--- config.mk ---
export PLATFORM = sky130hd
export DESIGN_NAME = audio_clkgen
export DESIGN_NICKNAME = d
export VERILOG_FILES = /design/src/rtl/audio_clk_pkg.sv /design/src/rtl/audio_lin_div.sv /design/src/rtl/audio_bck_stage.sv /design/src/rtl/audio_ws_gen.sv /design/src/rtl/audio_clkgen.sv
export SDC_FILE = /design/constraint.sdc
export NUM_CORES = 1
export LEC_CHECK = 0
export ABC_AREA = 1
export CAP_MARGIN = 20
export CORE_MARGIN = 8
export CORE_UTILIZATION = 62
export DETAILED_ROUTE_END_ITERATION = 16
export PLACE_DENSITY = 0.92
export SLEW_MARGIN = 20
export SYNTH_ARGS = -nofsm -noshare
export SYNTH_HDL_FRONTEND = slang
export SYNTH_SLANG_ARGS = --single-unit
--- constraint.sdc ---
create_clock -name clk -period 2.76 [get_ports clk]
set_clock_uncertainty 0.05 [all_clocks]
set_input_delay 0.552 -clock clk [delete_from_list [all_inputs] [get_ports clk]]
set_output_delay 0.552 -clock clk [all_outputs]
set_load 0.02 [all_outputs]
--- src/rtl/audio_clk_pkg.sv ---
package audio_clk_pkg;
  localparam int DIV_W = 8;

  typedef struct packed {
    logic [DIV_W-1:0] div;
    logic             odd;
    logic             mck_on;
    logic             wide;
  } clk_cfg_t;
endpackage

--- src/rtl/audio_lin_div.sv ---
module audio_lin_div #(
  parameter int DIV_W = 8
) (
  input  logic             clk,
  input  logic             rst_n,
  input  logic             run,
  input  logic [DIV_W-1:0] div,
  input  logic             odd,
  output logic             divclk,
  output logic             tick,
  output logic             hi_nxt
);
  localparam int CNT_W = DIV_W + 1;

  logic [CNT_W-1:0] cnt;
  logic [CNT_W-1:0] ratio;
  logic             last;

  // ratio 2*D+ODD is the divide value with the odd bit appended
  assign ratio  = {div, odd};
  assign last   = (cnt == ratio - 1'b1);
  // high phase covers the first D counts, low phase the remaining D+ODD
  assign hi_nxt = run && (cnt < {1'b0, div});
  assign tick   = run && (cnt == '0);

  always_ff @(posedge clk or negedge rst_n) begin
    if (!rst_n) begin
      cnt    <= '0;
      divclk <= 1'b0;
    end else if (!run) begin
      cnt    <= '0;
      divclk <= 1'b0;
    end else begin
      cnt    <= last ? '0 : cnt + 1'b1;
      divclk <= hi_nxt;
    end
  end
endmodule

--- src/rtl/audio_bck_stage.sv ---
module audio_bck_stage #(
  parameter int MDIV_NARROW = 8,
  parameter int MDIV_WIDE   = 4
) (
  input  logic clk,
  input  logic rst_n,
  input  logic run,
  input  logic mck_on,
  input  logic wide,
  input  logic tick,
  input  logic hi_nxt,
  output logic bck,
  output logic bck_nxt
);
  localparam int PH_W = $clog2(MDIV_NARROW);

  logic [PH_W-1:0] ph;
  logic [PH_W:0]   kdiv;
  logic [PH_W:0]   half;

  assign kdiv = wide ? (PH_W+1)'(MDIV_WIDE) : (PH_W+1)'(MDIV_NARROW);
  assign half = kdiv >> 1;

  always_comb begin
    if (!run)
      bck_nxt = 1'b0;
    else if (mck_on)
      bck_nxt = tick ? ({1'b0, ph} < half) : bck;
    else
      bck_nxt = hi_nxt;
  end

  always_ff @(posedge clk or negedge rst_n) begin
    if (!rst_n) begin
      ph  <= '0;
      bck <= 1'b0;
    end else begin
      bck <= bck_nxt;
      if (!run)
        ph <= '0;
      else if (mck_on && tick)
        ph <= ({1'b0, ph} == kdiv - 1'b1) ? '0 : ph + 1'b1;
    end
  end
endmodule

--- src/rtl/audio_ws_gen.sv ---
module audio_ws_gen #(
  parameter int SLOT_NARROW = 16,
  parameter int SLOT_WIDE   = 32
) (
  input  logic clk,
  input  logic rst_n,
  input  logic run,
  input  logic wide,
  input  logic bck,
  input  logic bck_nxt,
  output logic ws,
  output logic bck_rise,
  output logic bck_fall
);
  localparam int FC_W = $clog2(2 * SLOT_WIDE);

  logic [FC_W:0] fcnt;
  logic [FC_W:0] slot;
  logic [FC_W:0] frame_last;
  logic          fall_ev;
  logic          bck_d;

  assign slot       = wide ? (FC_W+1)'(SLOT_WIDE) : (FC_W+1)'(SLOT_NARROW);
  assign frame_last = (slot << 1) - 1'b1;
  assign fall_ev    = bck & ~bck_nxt;
  assign bck_rise   = bck & ~bck_d;
  assign bck_fall   = bck_d & ~bck;

  always_ff @(posedge clk or negedge rst_n) begin
    if (!rst_n) begin
      fcnt  <= '0;
      ws    <= 1'b0;
      bck_d <= 1'b0;
    end else if (!run) begin
      fcnt  <= '0;
      ws    <= 1'b0;
      bck_d <= 1'b0;
    end else begin
      bck_d <= bck;
      if (fall_ev) begin
        fcnt <= (fcnt == frame_last) ? '0 : fcnt + 1'b1;
        if (fcnt == slot - 1'b1)
          ws <= 1'b1;
        else if (fcnt == frame_last)
          ws <= 1'b0;
      end
    end
  end
endmodule

--- src/rtl/audio_clkgen.sv ---
module audio_clkgen
  import audio_clk_pkg::*;
#(
  parameter int MDIV_NARROW = 8,
  parameter int MDIV_WIDE   = 4,
  parameter int SLOT_NARROW = 16,
  parameter int SLOT_WIDE   = 32
) (
  input  logic             clk,
  input  logic             rst_n,
  input  logic             en,
  input  logic [DIV_W-1:0] div_val,
  input  logic             odd_sel,
  input  logic             mck_out_en,
  input  logic             slot_wide,
  output logic             mck,
  output logic             bck,
  output logic             ws,
  output logic             bck_rise,
  output logic             bck_fall,
  output logic             cfg_err
);
  localparam logic [DIV_W-1:0] MIN_DIV = DIV_W'(2);

  clk_cfg_t cfg_q;
  logic     bad_div;
  logic     divclk, tick, hi_nxt, bck_nxt;

  assign bad_div = (div_val < MIN_DIV);

  // configuration is captured only while the block is idle
  always_ff @(posedge clk or negedge rst_n) begin
    if (!rst_n) begin
      cfg_q   <= '{div: MIN_DIV, odd: 1'b0, mck_on: 1'b0, wide: 1'b0};
      cfg_err <= 1'b0;
    end else if (!en) begin
      cfg_q.div    <= bad_div ? MIN_DIV : div_val;
      cfg_q.odd    <= odd_sel;
      cfg_q.mck_on <= mck_out_en;
      cfg_q.wide   <= slot_wide;
      cfg_err      <= bad_div;
    end
  end

  audio_lin_div #(.DIV_W(DIV_W)) u_lin (
    .clk(clk), .rst_n(rst_n), .run(en),
    .div(cfg_q.div), .odd(cfg_q.odd),
    .divclk(divclk), .tick(tick), .hi_nxt(hi_nxt)
  );

  audio_bck_stage #(.MDIV_NARROW(MDIV_NARROW), .MDIV_WIDE(MDIV_WIDE)) u_bck (
    .clk(clk), .rst_n(rst_n), .run(en),
    .mck_on(cfg_q.mck_on), .wide(cfg_q.wide),
    .tick(tick), .hi_nxt(hi_nxt),
    .bck(bck), .bck_nxt(bck_nxt)
  );

  audio_ws_gen #(.SLOT_NARROW(SLOT_NARROW), .SLOT_WIDE(SLOT_WIDE)) u_ws (
    .clk(clk), .rst_n(rst_n), .run(en), .wide(cfg_q.wide),
    .bck(bck), .bck_nxt(bck_nxt),
    .ws(ws), .bck_rise(bck_rise), .bck_fall(bck_fall)
  );

  assign mck = cfg_q.mck_on & divclk;
endmodule

# Yosys cells after proc, flatten, opt, wreduce, memory -nomap -nowiden
# Cells that the tools add are included.
# totals
register_bits	35
input_bits	14
output_inout_bits	6
elab_cells	61
# op_classes
addsub	7
magnitude_cmp	3
eq_ne	7
muxes	20
bitwise	7
reduce_logical	5
# op_table
operator	count
2-to-1 mux 7 bit	3
2-to-1 mux 9 bit	2
equality test 7 bit	2
subtractor 7 x 1 -> 7 bit (second input constant)	2
adder 9 x 1 -> 9 bit (second input constant)	1
equality test 9 bit	1
logical NOT 9 bit	1
less-than comparator 9 x 8 -> 1 bit	1
2-to-1 mux 1 bit	9
2-to-1 mux 3 bit	3
subtractor 9 x 1 -> 9 bit (second input constant)	1
less-than comparator 8 x 2 -> 1 bit (second input constant)	1
2-to-1 mux 8 bit	1
adder 7 x 1 -> 7 bit (second input constant)	1
2-to-1 mux 6 bit	1
AND 1 bit	4
equality test 3 x 4 -> 1 bit	1
2-to-1 mux 4 bit	1
inequality test 2 x 1 -> 1 bit (second input constant)	2
subtractor 4 x 1 -> 4 bit (second input constant)	1
adder 3 x 1 -> 3 bit (second input constant)	1
logical AND 1 bit	3
less-than comparator 3 bit	1
inequality test 3 x 1 -> 1 bit (second input constant)	1
other kinds (2)	4

# Longest topological paths before layout
# logic_depth
word_depth	9
mapped_depth	15

# Modules after synthesis
# A second synthesis with hierarchy kept.
# unflattened
cells_unflattened	305
hier_area_um2	2270.9
# by_module_without_submodules
module	n_inst	cells_per_inst	area_each_um2	seq_area_each_um2
audio_lin_div	1	141	977.2	250.2
audio_ws_gen	1	70	541.8	225.2
audio_clkgen	1	62	503.0	301.5
audio_bck_stage	1	32	249.0	100.1

# Worst setup path before layout
# No wires, ideal clock.
# synth_timing
kind	reg2reg
start	register, netlist name cfg_q[4]
end	register u_ws.ws
setup_ns	0.117
t_arrival_ns	1.604
t_required_ns	2.593
path_slack_ns	0.989
stages_incl_launch_ff	14
path_buffers	0
period_less_slack_ns	1.771
cell_sequence	dfstp_2 -> inv_2 -> ha_1 -> nand2_1 -> a21oi_1 -> nand3_1 -> nand3_1 -> nand2_1 -> nand2_2 -> nand2_4 -> nand2_4 -> nand2_2 -> nand2_1 -> nand2_1
# synth_between
elab_chain_len	8
# synth_lines
item	line_no	source
less-than comparator 9 x 8 -> 1 bit	audio_lin_div.sv:23	assign hi_nxt = run && (cnt < {1'b0, div});
logical AND 1 bit	audio_lin_div.sv:23	
2-to-1 mux 1 bit	audio_bck_stage.sv:27	else if (mck_on)
2-to-1 mux 1 bit	audio_bck_stage.sv:25	if (!run)
inverter 1 bit	audio_ws_gen.sv:25	assign fall_ev = bck & ~bck_nxt;
AND 1 bit	audio_ws_gen.sv:25	
inequality test 2 x 1 -> 1 bit (no line)	-	
AND reduction 2 bit (no line)	-	
to (signal assigned)	audio_ws_gen.sv:32	ws <= 1'b0;
to (signal assigned)	audio_ws_gen.sv:36	ws <= 1'b0;
to (signal assigned)	audio_ws_gen.sv:43	ws <= 1'b1;
to (decl)	audio_ws_gen.sv:11	output logic ws,
# No other way between the ends.
# A chain may end at the register's enable or synchronous reset.

# Worst setup path in the final report
# layout_timing
start	register u_bck.bck
end	output port bck_rise
# layout_between
elab_chain_len	1
# layout_lines
item	line_no	source
from (decl)	audio_bck_stage.sv:12	output logic bck,
from (signal assigned)	audio_bck_stage.sv:38	bck <= bck_nxt;
AND 1 bit	audio_ws_gen.sv:26	assign bck_rise = bck & ~bck_d;
to (decl)	audio_clkgen.sv:19	output logic bck_rise,
# No other way between the ends.

==> impl_metrics.toml <==
[final_layout]
final_common_cell = "nand2_1"
n_antenna_cell = 0
layout_common_cells = "nand2_1, inv_1, dfrtp_1, nor2_1, nand3_1"
layout-drive-gt1-share_pct = 9.43
nFillCells = 246
syn2layout_area_growth_pct = 13.4
fin_cells = 364
layout.nets = 344

[clocking]
clk_latency_ns = 0.33
cts_buffer_depth = 2
cts_tree = "yes"
numCtsBuffers = 5
clkTransAtPathRegs_ns = 0.10
cts.repair.resized = 0
postCtsSetupRepairBufs = 0
cts_hold_buf = 0
clock-root-buffer = "clkbuf_4"
cts_sinks = 35
htree_num_levels = 2

[timing]
tns_ns = 0
fmax_ghz = 0.452
min_period_over_period_pct = 80.1
hold_slack_ns = 0.450
grt_setup_unrepaired = "no"
drv_slew = 0
setup_viol = 0
finalHoldViolCount = 0
worst_slew_pin_slew_ns = 0.429
relSlewSlack_pct = 71.1
fin_crit_ns = 2.21

[detailed_routing]
wl_per_cell_um = 12.3
ant_nets = 0
dr_total_vias = 1931
wirelength_mm = 4.49
drt_pass1_iterations = 4
via_per_inst = 5.30
drc = 0
drt_iter0_markers = 101

[global_routing]
grtUsageMet1_pct = 22.3
grt_first_pass_wirelength_mm = 8.16
grt.total_usage_pct = 18.4
globalRouteMet2Util_pct = 30.1
grt_pass1_vias = 1953
use_met3_pct = 5.00
grt-ovfl-total = 0
busiest_layer = "met2"
grt_max_degree = 36
antenna_found_initial = 0

[critical_path]
critPathLaunch = "u_bck.bck$_DFF_PN0_"
cp.required_ns = 2.16
r2r_start = "cfg_q[4]$_DFFE_PN1N_"
worstPathArrival_ns = 1.61
endpoint_kind = "output port"
r2r_cells = 13
start_kind = "flop"
crit_fanout = 6
worstSetupPathType = "reg -> out"

[die]
die_area_um2 = 5760
dieHeight_um = 75.9
core_area_um2 = 3390
die_w_um = 75.9
start_util_pct = 65.6
core.rowCount = 21
ios = 20

[power]
leakage_uw = 0.00127
vdd_ir_drop_max_mv = 0.322
power_density_nw_per_um2 = 427

[yosys]
ys_seq_area_share_pct = 39.5
ys_warn_count = 0
postSynthCellCount = 292
ys_ff_latch = 35
syn_area_per_cell_um2 = 7.61
synth.distinct_cells = 28
syn-cell-area_um2 = 2220
mappedNetlistNets = 319

[hold_path]
whs_path_depth = 2
hp-start = "u_ws.ws$_DFFE_PN0P_"
hold_path.class = "reg -> reg"

[place]
gp_congestion = 0.865
placed_cells = 356
hpwl_mm = 3.54
port_buffers = 19

[run_status]
outcome = "completed"

[flow_run]
drv_cap = 0
-- flip-flops by register name (all words and copies together), names as in the netlist --
name / flops
u_ws.ws: 1
u_bck.bck: 1
cfg_err: 1
u_lin.divclk: 1
cfg_q: 11
u_ws.fcnt: 7
u_ws.bck_d: 1
u_bck.ph: 3
u_lin.cnt: 9
-- per-stage QoR --
stage	instance area, um^2	setup slack [ns]	util, %	power [uW]
2_1_floorplan	2220	0.989	-	738
3_3_place_gp	2470	0.628	72.9	809
3_5_place_dp	2470	0.567	72.9	825
4_1_cts	2520	0.536	74.3	1090
5_1_grt	2520	0.458	74.3	1140
6_report	2520	0.549	74.3	1080
-- where the power goes --
part / switching, uW / internal (uW) / leakage (uW)
registers: 30.4 / 542 / 0.000458
logic: 145 / 98.3 / 0.000786
clock network: 161 / 99.2 / 0.0000293
total: 337 / 740 / 0.00127
-- path summary, 6_finish.rpt --
path	endpoint	slack, ns
setup / recovery	bck_rise	0.55
hold / removal	u_ws.ws$_DFFE_PN0P_	0.45
setup reg to reg	u_ws.ws$_DFFE_PN0P_	0.83
hold reg to reg	u_ws.ws$_DFFE_PN0P_	0.45
max in group asynchronous	cfg_q[4]$_DFFE_PN1N_	1.77
min in group asynchronous	cfg_err$_DFFE_PN0N_	0.56
-- critical path, cell delays in order (launching register included) --
cell,delay (ns)
dfrtp_1,0.49
inv_1,0.09
nor2_1,0.10
clkdlybuf4s50_1,0.61
-- area by class of cell --
cell class | instances | area, um^2 | area share (%)
Clock buffer | 7 | 45.0 | 1.79
Clock inverter | 1 | 5.00 | 0.199
Inverter | 44 | 165 | 6.55
Multi-Input combinational cell | 209 | 1160 | 45.9
Sequential cell | 35 | 877 | 34.8
Tap cell | 46 | 57.6 | 2.28
Timing Repair Buffer | 22 | 213 | 8.44
-- cells in the mapped netlist --
library cell  instances  area share [%]
nand2_1              73              12
o21ai_1               5             1.1
nor2_1               30             5.1
nor3b_2               1            0.56
clkinv_1              1            0.17
nor2_2                3            0.84
xnor2_1               7             2.8
and2_1                1            0.28
nor3_1                6             1.4
inv_2                 4            0.68
nand3_2               3             1.4
clkbuf_1              3            0.51
nand3_1              21             4.7
o21ai_0              16             3.6
nor3_2                2            0.90
buf_6                 1            0.51
o21ai_2               1            0.39
nand2_2               4             1.1
nand4_1               1            0.28
nand2_4               2             1.0
nor4_1                1            0.28
dfrtp_1              34              38
inv_1                39             6.6
o21bai_1              1            0.34
ha_1                 13             7.3
a21oi_1               4            0.90
xor2_1               14             5.5
dfstp_2               1             1.2
-- per-layer routing --
layer,vias to the layer above,part of all wire (%)
met5,-,0
met4,0,2.3
li1,965,-
met2,54,48
met3,13,5.1
met1,899,44
-- cells by family (layout without fill, tap and decap cells) --
kind of cell             Yosys count  in the layout  share of synthesized area [%]
adder cells (fa/ha/maj)           13             13                           7.32
XOR/XNOR                          21             21                           8.28
flip-flops                        35             35                           39.5
AO/OA/AOI/OAI                     27             27                           6.36
buffers and inverters             48             74                           8.45
AND/OR/NAND/NOR                  148            148                           30.1
(Power assumes the default switching activity.)
